[config.mk]
export PLATFORM = sky130hd
export DESIGN_NAME = casc_timer
export DESIGN_NICKNAME = d
export VERILOG_FILES = /design/src/rtl/casc_timer_pkg.sv /design/src/rtl/casc_timer_tick.sv /design/src/rtl/casc_timer_cap.sv /design/src/rtl/casc_timer.sv
export SDC_FILE = /design/constraint.sdc
export NUM_CORES = 1
export LEC_CHECK = 0
export BUFFER_PORTS_ARGS = -buffer_cell sky130_fd_sc_hd__buf_2
export CAP_MARGIN = 10
export CORE_AREA = 2 2 88 90
export DETAILED_ROUTE_END_ITERATION = 8
export DIE_AREA = 0 0 90 92
export PLACE_DENSITY = 0.56
export SLEW_MARGIN = 25
export SYNTH_ARGS = -nofsm -noshare
export SYNTH_HDL_FRONTEND = slang
export SYNTH_SLANG_ARGS = --single-unit
[constraint.sdc]
create_clock -name clk -period 2.45 [get_ports clk]
set_clock_uncertainty 0.1 [all_clocks]
set_input_delay 0.245 -clock clk [delete_from_list [all_inputs] [get_ports clk]]
set_output_delay 0.245 -clock clk [all_outputs]
set_load 0.02 [all_outputs]
[src/rtl/casc_timer_pkg.sv]
package casc_timer_pkg;

    typedef enum logic [2:0] {
        SRC_CLK  = 3'd0,
        SRC_HALF = 3'd1,
        SRC_PWM  = 3'd2,
        SRC_R3   = 3'd3,
        SRC_R4   = 3'd4,
        SRC_R5   = 3'd5,
        SRC_R6   = 3'd6,
        SRC_EVT  = 3'd7
    } src_sel_e;

    // Control byte, MSB first: spare, standby, chain, resync, source, enable
    typedef struct packed {
        logic     spare;
        logic     standby;
        logic     chain;
        logic     resync;
        src_sel_e src;
        logic     en;
    } ctrl_t;

    localparam int CTRL_W = $bits(ctrl_t);

endpackage

[src/rtl/casc_timer_tick.sv]
module casc_timer_tick
    import casc_timer_pkg::*;
(
    input  logic     clk,
    input  logic     rst_n,
    input  logic     en,
    input  src_sel_e src,
    input  logic     restart,
    input  logic     pwm_tick,
    input  logic     evt,
    output logic     adv
);

    typedef struct packed {
        logic half;
        logic evt_prev;
    } tick_st_t;

    tick_st_t st_d, st_q;

    always_comb begin
        st_d          = st_q;
        st_d.evt_prev = evt;
        // divide-by-two phase runs only while that source is active
        if (en && (src == SRC_HALF) && !restart) begin
            st_d.half = ~st_q.half;
        end else begin
            st_d.half = 1'b0;
        end

        unique case (src)
            SRC_CLK:  adv = 1'b1;
            SRC_HALF: adv = st_q.half;
            SRC_PWM:  adv = pwm_tick;
            SRC_EVT:  adv = evt & ~st_q.evt_prev;
            default:  adv = 1'b0;
        endcase
    end

    always_ff @(posedge clk or negedge rst_n) begin
        if (!rst_n) begin
            st_q <= '0;
        end else begin
            st_q <= st_d;
        end
    end

endmodule

[src/rtl/casc_timer_cap.sv]
module casc_timer_cap #(
    parameter int CNT_W = 16
) (
    input  logic             clk,
    input  logic             rst_n,
    input  logic             chain,
    input  logic             cap_evt,
    input  logic [CNT_W-1:0] cnt,
    output logic [CNT_W-1:0] cap_val
);

    typedef struct packed {
        logic             dly;
        logic [CNT_W-1:0] val;
    } cap_st_t;

    cap_st_t st_d, st_q;
    logic    fire;

    always_comb begin
        st_d     = st_q;
        st_d.dly = cap_evt;
        fire     = chain ? st_q.dly : cap_evt;
        if (fire) begin
            st_d.val = cnt;
        end
    end

    always_ff @(posedge clk or negedge rst_n) begin
        if (!rst_n) begin
            st_q <= '0;
        end else begin
            st_q <= st_d;
        end
    end

    assign cap_val = st_q.val;

endmodule

[src/rtl/casc_timer.sv]
module casc_timer
    import casc_timer_pkg::*;
#(
    parameter int CNT_W = 16
) (
    input  logic             clk,
    input  logic             rst_n,
    input  logic             reg_wr,
    input  logic [1:0]       reg_addr,
    input  logic [7:0]       reg_wdata,
    output logic [7:0]       reg_rdata,
    input  logic             pwm_tick_i,
    input  logic             pwm_restart_i,
    input  logic             pwm_ovf_i,
    input  logic             evt_i,
    input  logic             cap_evt_i,
    output logic [CNT_W-1:0] cnt_o,
    output logic             ovf_o
);

    localparam int CAP_BYTES = CNT_W / 8;
    localparam int ADDR_W    = 2;
    localparam logic [ADDR_W-1:0] CTRL_ADDR = '0;
    localparam int CAP_BASE  = 2;

    typedef struct packed {
        ctrl_t            ctrl;
        logic [CNT_W-1:0] cnt;
        logic             ovf;
    } top_st_t;

    top_st_t          st_d, st_q;
    logic             restart;
    logic             adv;
    logic             step;
    logic [CNT_W-1:0] cap_val;
    ctrl_t            ctrl_cur;

    assign ctrl_cur = st_q.ctrl;

    casc_timer_tick i_tick (
        .clk      (clk),
        .rst_n    (rst_n),
        .en       (st_q.ctrl.en),
        .src      (st_q.ctrl.src),
        .restart  (restart),
        .pwm_tick (pwm_tick_i),
        .evt      (evt_i),
        .adv      (adv)
    );

    casc_timer_cap #(.CNT_W(CNT_W)) i_cap (
        .clk     (clk),
        .rst_n   (rst_n),
        .chain   (st_q.ctrl.chain),
        .cap_evt (cap_evt_i),
        .cnt     (st_q.cnt),
        .cap_val (cap_val)
    );

    always_comb begin
        st_d = st_q;

        // resync source: restart only when clocked by the PWM timer
        if (st_q.ctrl.src == SRC_PWM) begin
            restart = st_q.ctrl.resync & pwm_restart_i;
        end else begin
            restart = st_q.ctrl.resync & (pwm_restart_i | pwm_ovf_i);
        end
        step = st_q.ctrl.en & adv;

        st_d.ovf = 1'b0;
        if (restart) begin
            st_d.cnt = '0;
        end else if (step) begin
            st_d.cnt = st_q.cnt + 1'b1;
            st_d.ovf = &st_q.cnt;
        end

        if (reg_wr && (reg_addr == CTRL_ADDR)) begin
            st_d.ctrl = ctrl_t'({1'b0, reg_wdata[CTRL_W-2:0]});
        end
    end

    always_ff @(posedge clk or negedge rst_n) begin
        if (!rst_n) begin
            st_q <= '0;
        end else begin
            st_q <= st_d;
        end
    end

    always_comb begin
        reg_rdata = '0;
        if (reg_addr == CTRL_ADDR) begin
            reg_rdata = st_q.ctrl;
        end
        for (int b = 0; b < CAP_BYTES; b++) begin
            if (reg_addr == ADDR_W'(b + CAP_BASE)) begin
                reg_rdata = cap_val[8*b +: 8];
            end
        end
    end

    assign cnt_o = st_q.cnt;
    assign ovf_o = st_q.ovf;

endmodule

==> flow_summary.ini, run 1 <==
[floorplanning]
io_pins = 43
die_y_um = 92
dieWidth_um = 90
initial_utilization_pct = 28.5
die_area_um2 = 8280
rows = 32
core_um2 = 7450

[placed_design]
dp_slack_ns = 0.487
gp_congestion = 0.717
post_dp_cell_area_um2 = 2440
post-dp-hpwl_mm = 3.55
port_buffers = 41

[worst_setup_path]
path_max_fanout = 14
crit_arrival_ns = 2.10
worstSetupEndpointType = flop
critPathKind = reg -> reg
path_delay_family = simple AND/OR/NAND/NOR gates
cp.required_ns = 2.59
critPathLaunchType = flop
r2r_slack_ns = 0.49
critPathBufInv = 0
max_stage_delay_ns = 0.44
cpMaxStageDelayCell = dfrtp_1
worstPathCellList = or3b_1 > a21o_1 > and2_1 > a311oi_1 > a41o_1

[cts]
clkLatencyLatePin_ns = 0.30
cts_root_buf = clkbuf_8
clkTransAtPathRegs_ns = 0.08
cts_buffer_depth = 2
cts.sinks = 43
cts_buffers = 5
htreeDepth = 2
postCtsSetupBuffers = 0
hold_buffers = 3
cts_tree = done
ctsResizeCount = 0

[synth]
synth_nets = 205
ys_ff_latch = 43
synth_most_common_cell = dfrtp_1
syn_inst = 186
avgSynthCellArea_um2 = 11.4
yosysTopAreaCell = dfrtp_1
yosysTopAreaCellShare_pct = 50.8
synth.area.top_cells = dfrtp_1, mux2_2, a22o_1
synth.cell_area_um2 = 2120
synth-async-reset-ratio_pct = 100
synthTopCellsByCount = dfrtp_1, mux2_2, nand2_1, nor2_1
synth_warnings = 0
seq_area_frac_synth_pct = 50.8
synth_cell_types = 39
synth_edf_count = 0
synth_ff_type = dfrtp_1

[power]
vdd_drop_max_mv = 0.173
p_seq_share_pct = 53.0
swShare_pct = 29.1
power.density_nw_per_um2 = 591
p_int_w = 0.00107
power.switching_w = 0.000439
p_leak_nw = 1.24
clkPwrFrac_pct = 29.0
power_frac_comb_pct = 18.1

[cells_and_area]
nNetsFinal = 252
stdcell_area_um2 = 2560
layout-drive-gt1-share_pct = 35.9
n_antenna_cell = 0
post-route-util_pct = 34.3
nFillCells = 808
area_growth_pct = 20.6

[detailed_routing]
wl_per_cell_um = 14.6
route.detailed.drc = 0
first_pass_iters = 4
viasPerCell = 4.64
ant_nets = 0
routed_wl_mm = 4.91
vias = 1558
drt_iter0_markers = 47

[global_routing]
grt_overflow = 0
grt_pass1_vias = 1593
grt_max_degree = 25
antenna_found_initial = 0
grt_pass1_wl_mm = 8.31
track_usage_pct = 12.8

[timing]
setup_viol = 0
worst_pin_slew_ns = 0.584
hold_viol = 0
fin_tns_setup_ns = 0
drv_slew = 0
timing.final.ws_setup_ns = 0.493
final.min_clock_period_ns = 1.96
rsz0062_at_grt = false
max_freq_mhz = 511
timing.final.crit_share_pct = 79.9
max_slew_margin_pct = 61.1

[run_status]
status = complete, no violations

[min_path]
hold_class = in -> reg

[run]
cap_viol_max_count = 0
power by group through the flow:
stage,clock (W),sequential (W),combinational [W]
final,0.000437,0.000800,0.000273
after global routing,0.000487,0.000807,0.000302
after CTS,0.000453,0.000801,0.000278
after detailed placement,0,0.000815,0.000273
after global placement,0,0.000813,0.000270
after floorplan,0,0.000814,0.000176
flip-flops by register name (all words and copies together), names as in the netlist:
signal and count:
i_cap.cap_val 16, i_cap.st_q 1, cnt_o 16, ovf_o 1, ctrl_cur 7, i_tick.st_q 2
per-stage QoR:
step                hold slack, ns  instances  power, W
finish                      0.0734        336   0.00151
global route                0.0671        336   0.00160
CTS                         0.0714        336   0.00153
detailed placement           0.135        325   0.00109
global placement             0.137        325   0.00108
floorplan                   -0.151        186  0.000990
cell usage in the layout, fill, tap and decap left out, drive strengths merged, types with 4 or more instances in the layout:
cell type / n
nor2: 12
a211oi: 4
nand2: 13
and3: 5
mux2: 24
dfrtp: 43
clkbuf: 7
o21ai: 6
buf: 45
xnor2: 6
nand4: 5
a22o: 7
mux2i: 6
a21oi: 7
inv: 6
nand3: 7
final cells by class:
cell class                 instances  area, µm²  area share, %
timing repair buffer              48        265           10.4
tap                              102        128           4.99
clock buffer                       7       76.3           2.99
sequential                        43       1080           42.1
inverter                           6       22.5          0.881
clock inverter                     1       5.00          0.196
multi-input combinational        129        983           38.5
path summary, 6_finish.rpt:
path                             startpoint                to  cells after the start
setup / recovery                ctrl_cur[3]         cnt_o[10]                      5
hold / removal                 reg_wdata[0]       ctrl_cur[0]                      2
setup reg to reg                ctrl_cur[3]         cnt_o[10]                      5
hold reg to reg            i_cap.cap_val[3]  i_cap.cap_val[3]                      2
max in group asynchronous             rst_n          cnt_o[4]                      3
min in group asynchronous             rst_n          cnt_o[9]                      2
worst reg2reg max path, stage by stage, from the launching register on:
cell      delay [ns]
dfrtp_1         0.44
or3b_1          0.39
a21o_1          0.20
and2_1          0.34
a311oi_1        0.30
a41o_1          0.12
layer usage:
metal  track usage, %  part of all wire (%)  up-vias
met2             18.7                    42       40
met5                0                     0        -
met1             18.3                    51      751
li1                 -                     -      762
met4             4.62                   1.6        0
met3             3.62                   5.1        5
kinds of logic (layout without fill, tap and decap cells):
kind of cell	after synthesis	count (layout)	synth area share (%)
adder cells (fa/ha/maj)	1	1	0.590
AND/OR/NAND/NOR	57	57	14.7
flip-flops	43	43	50.8
buffers and inverters	14	62	3.01
multiplexers	30	30	15.6
XOR/XNOR	6	6	2.48
AO/OA/AOI/OAI	35	35	12.9
Power figures use the tool's default switching activity.
==> run 2, diff against run 1 <==
--- a/config.mk
+++ b/config.mk
@@ -5,12 +5,13 @@
 export SDC_FILE = /design/constraint.sdc
 export NUM_CORES = 1
 export LEC_CHECK = 0
+export ABC_AREA = 1
 export BUFFER_PORTS_ARGS = -buffer_cell sky130_fd_sc_hd__buf_2
 export CAP_MARGIN = 10
-export CORE_AREA = 2 2 88 90
+export CORE_AREA = 2 2 89 91
 export DETAILED_ROUTE_END_ITERATION = 8
-export DIE_AREA = 0 0 90 92
-export PLACE_DENSITY = 0.56
+export DIE_AREA = 0 0 91 93
+export PLACE_DENSITY = 0.58
 export SLEW_MARGIN = 25
 export SYNTH_ARGS = -nofsm -noshare
 export SYNTH_HDL_FRONTEND = slang
==> constraint.sdc (replaced) <==
create_clock -name clk -period 1.66 [get_ports clk]
set_clock_uncertainty 0.1 [all_clocks]
set_input_delay 0.166 -clock clk [delete_from_list [all_inputs] [get_ports clk]]
set_output_delay 0.166 -clock clk [all_outputs]
set_load 0.02 [all_outputs]
==> run 2 against run 1 <==
Compared with the run above: register-to-register slack got worse by 0.35 ns; final area increased by 6.6%; routed wire length increased by 11%; sequential share of layout area decreased by 2.6 points; hold slack got worse by 0.065 ns; via count increased by 25%; combinational power increased by 30%; critical path type unchanged; count of clock-buffer cells in the layout decreased by 2.
==> flow_summary.ini, run 2 <==
[run_status]
status = complete, no violations

[cells_and_area]
nNetsFinal = 344
nFillCells = 822
final_common_cell = nand2_1
n_antenna_cell = 0
area_growth_pct = 23.3
layout_common_cells = nand2_1, dfrtp_1, buf_2
register_area_um2 = 1080
multi_input_area_um2 = 978
layout-drive-gt1-share_pct = 23.6
post_layout_nonfiller_instances = 428
post-route-util_pct = 36.2

[global_routing]
antenna_found_initial = 0
use_met1_pct = 18.0
track_usage_pct = 14.0
grt_overflow = 0
grt_pass1_wl_mm = 9.54
grt_max_degree = 44
busiest_layer = met2
grt_use_met3_pct = 3.30
grt_util_met2_pct = 23.4
grt_pass1_vias = 1977

[detailed_routing]
viasPerCell = 4.56
routed_wl_mm = 5.45
first_pass_iters = 4
ant_nets = 0
vias = 1952
wl_per_cell_um = 12.7
drt_iter0_markers = 109
route.detailed.drc = 0

[timing]
max_slew_margin_pct = 63.4
final.min_clock_period_ns = 1.51
fin_tns_setup_ns = 0
hold_viol = 0
worst_pin_slew_ns = 0.548
timing.final.crit_share_pct = 91.1
rsz0062_at_grt = false
max_freq_mhz = 661
drv_slew = 0
setup_viol = 0

[cts]
postCtsSetupBuffers = 0
clkTransAtPathRegs_ns = 0.08
cts_tree = done
cts.sinks = 43
clkLatencyLatePin_ns = 0.30
htreeDepth = 2
cts_buffer_depth = 2
cts_root_buf = clkbuf_8
cts_buffers = 5

[synth]
avgSynthCellArea_um2 = 8.21
ys_ff_latch = 43
synth.cell_area_um2 = 2210
synth_cell_types = 27
synth_most_common_cell = nand2_1
synth_nets = 288
synth_warnings = 0
yosysTopAreaCellShare_pct = 48.7
synth-async-reset-ratio_pct = 100
synth_ff_type = dfrtp_1
seq_area_frac_synth_pct = 48.7
yosysTopAreaCell = dfrtp_1
synth.area.top_cells = dfrtp_1, nand2_1, inv_1
syn_inst = 269
synth_edf_count = 0
synthTopCellsByCount = nand2_1, dfrtp_1, inv_1, nor2_1, o21ai_0

[worst_setup_path]
critPathCapture = cnt_o[8]
path_max_fanout = 5
reg2reg_depth = 8
cpMostUsedCell = nand2_1
critPathKind = reg -> reg
worstPathCellList = ha_1 > nand2_1 > nor2_4 > nand2_1 > xor2_1 > nor2_1 > nand2_1 > nand2_1
max_stage_delay_ns = 0.41
crit_arrival_ns = 1.66
cp.required_ns = 1.81
r2r_slack_ns = 0.15
r2r_end = cnt_o[8]
critPathLaunchType = flop
cpMaxStageDelayCell = dfrtp_1
worst_setup_path_startpoint = cnt_o[1]
worstSetupEndpointType = flop
r2r_start = cnt_o[1]

[floorplanning]
core_um2 = 7530
dieWidth_um = 91
rows = 32
initial_utilization_pct = 29.4
die_area_um2 = 8460
die_y_um = 93
io_pins = 43

[placed_design]
port_buffers = 41
dp.cells = 412
post-dp-hpwl_mm = 3.92
gp_congestion = 0.799

[power]
p_leak_nw = 1.31
power.density_nw_per_um2 = 802
vdd_drop_max_mv = 0.281
power_w = 0.00219

[run]
cap_viol_max_count = 0

[min_path]
hold_class = in -> reg
## run 2: changes by cell type after synthesis, sizes merged, moves of 8 or more
cell   change
o21ai     +14
nand2     +72
nand3      +8
nor2      +15
mux2      -18
nand4      +9
inv       +26
## run 2: where the power goes
part	leakage [nW]	internal [W]	switching, W
Clock	0.0402	0.000293	0.000392
Combinational	0.695	0.000123	0.000233
Sequential	0.577	0.00110	0.0000476
## run 2: cell type report
type / instances / share of cell area, %
flip-flops and latches: 43 / 39.5
multi-input cells: 188 / 35.9
clock inverters: 3 / 0.735
clock buffers: 5 / 2.53
inverters: 32 / 4.50
repair buffers: 55 / 12.1
well taps: 102 / 4.68
## run 2: cell families after synthesis
logic type	count (synthesis)	synth area share [%]
muxes	6	3.06
adders and majority gates	1	0.566
and+or+nand+nor	142	28.6
xor gates and xnor gates	6	2.38
DFF	43	48.7
buffers and inverters	38	7.47
AOI/OAI and AO/OA	33	9.23
## run 2: through the flow
stage               hold WS (ns)  worst slack, ns  cell area (µm²)
floorplan                 -0.230            0.154             2210
global placement           0.175            0.184             2540
detailed placement         0.179            0.138             2540
CTS                      0.00199            0.121             2710
global route              0.0105          0.00208             2730
finish                   0.00815            0.148             2730
## run 2: critical path: cells and delay by family, from the launching register on
kind          cells  cell delay, ns
xor+xnor          1            0.15
fa+ha+maj         1            0.19
flops             1            0.41
simple gates      6            0.61
## run 2: how the worst min path moves through the flow
stage	slack (ns)	startpoint	depth (start not counted)	end
floorplan	-0.23	rst_n	0	cnt_o[0]
global placement	0.18	rst_n	2	i_tick.st_q[0]
detailed placement	0.18	rst_n	2	ctrl_cur[2]
CTS	0.002	reg_wdata[3]	3	ctrl_cur[3]
global route	0.01	reg_wdata[4]	2	ctrl_cur[4]
finish	0.008	reg_wdata[3]	3	ctrl_cur[3]
## run 2: repair_timing
| item | CTS | global route |
|---|---|---|
| hold buffers | 8 | 0 |
| resized for setup | 0 | 3 |
| endpoints found under the setup margin | 0 | 4 |
| hold endpoints to repair | 50 | 0 |
## run 2: routing by layer
metal / vias up / share of wire, %
li1: 989 / -
met1: 922 / 46
met2: 35 / 48
met3: 6 / 4.5
met4: 0 / 1.5
met5: - / 0
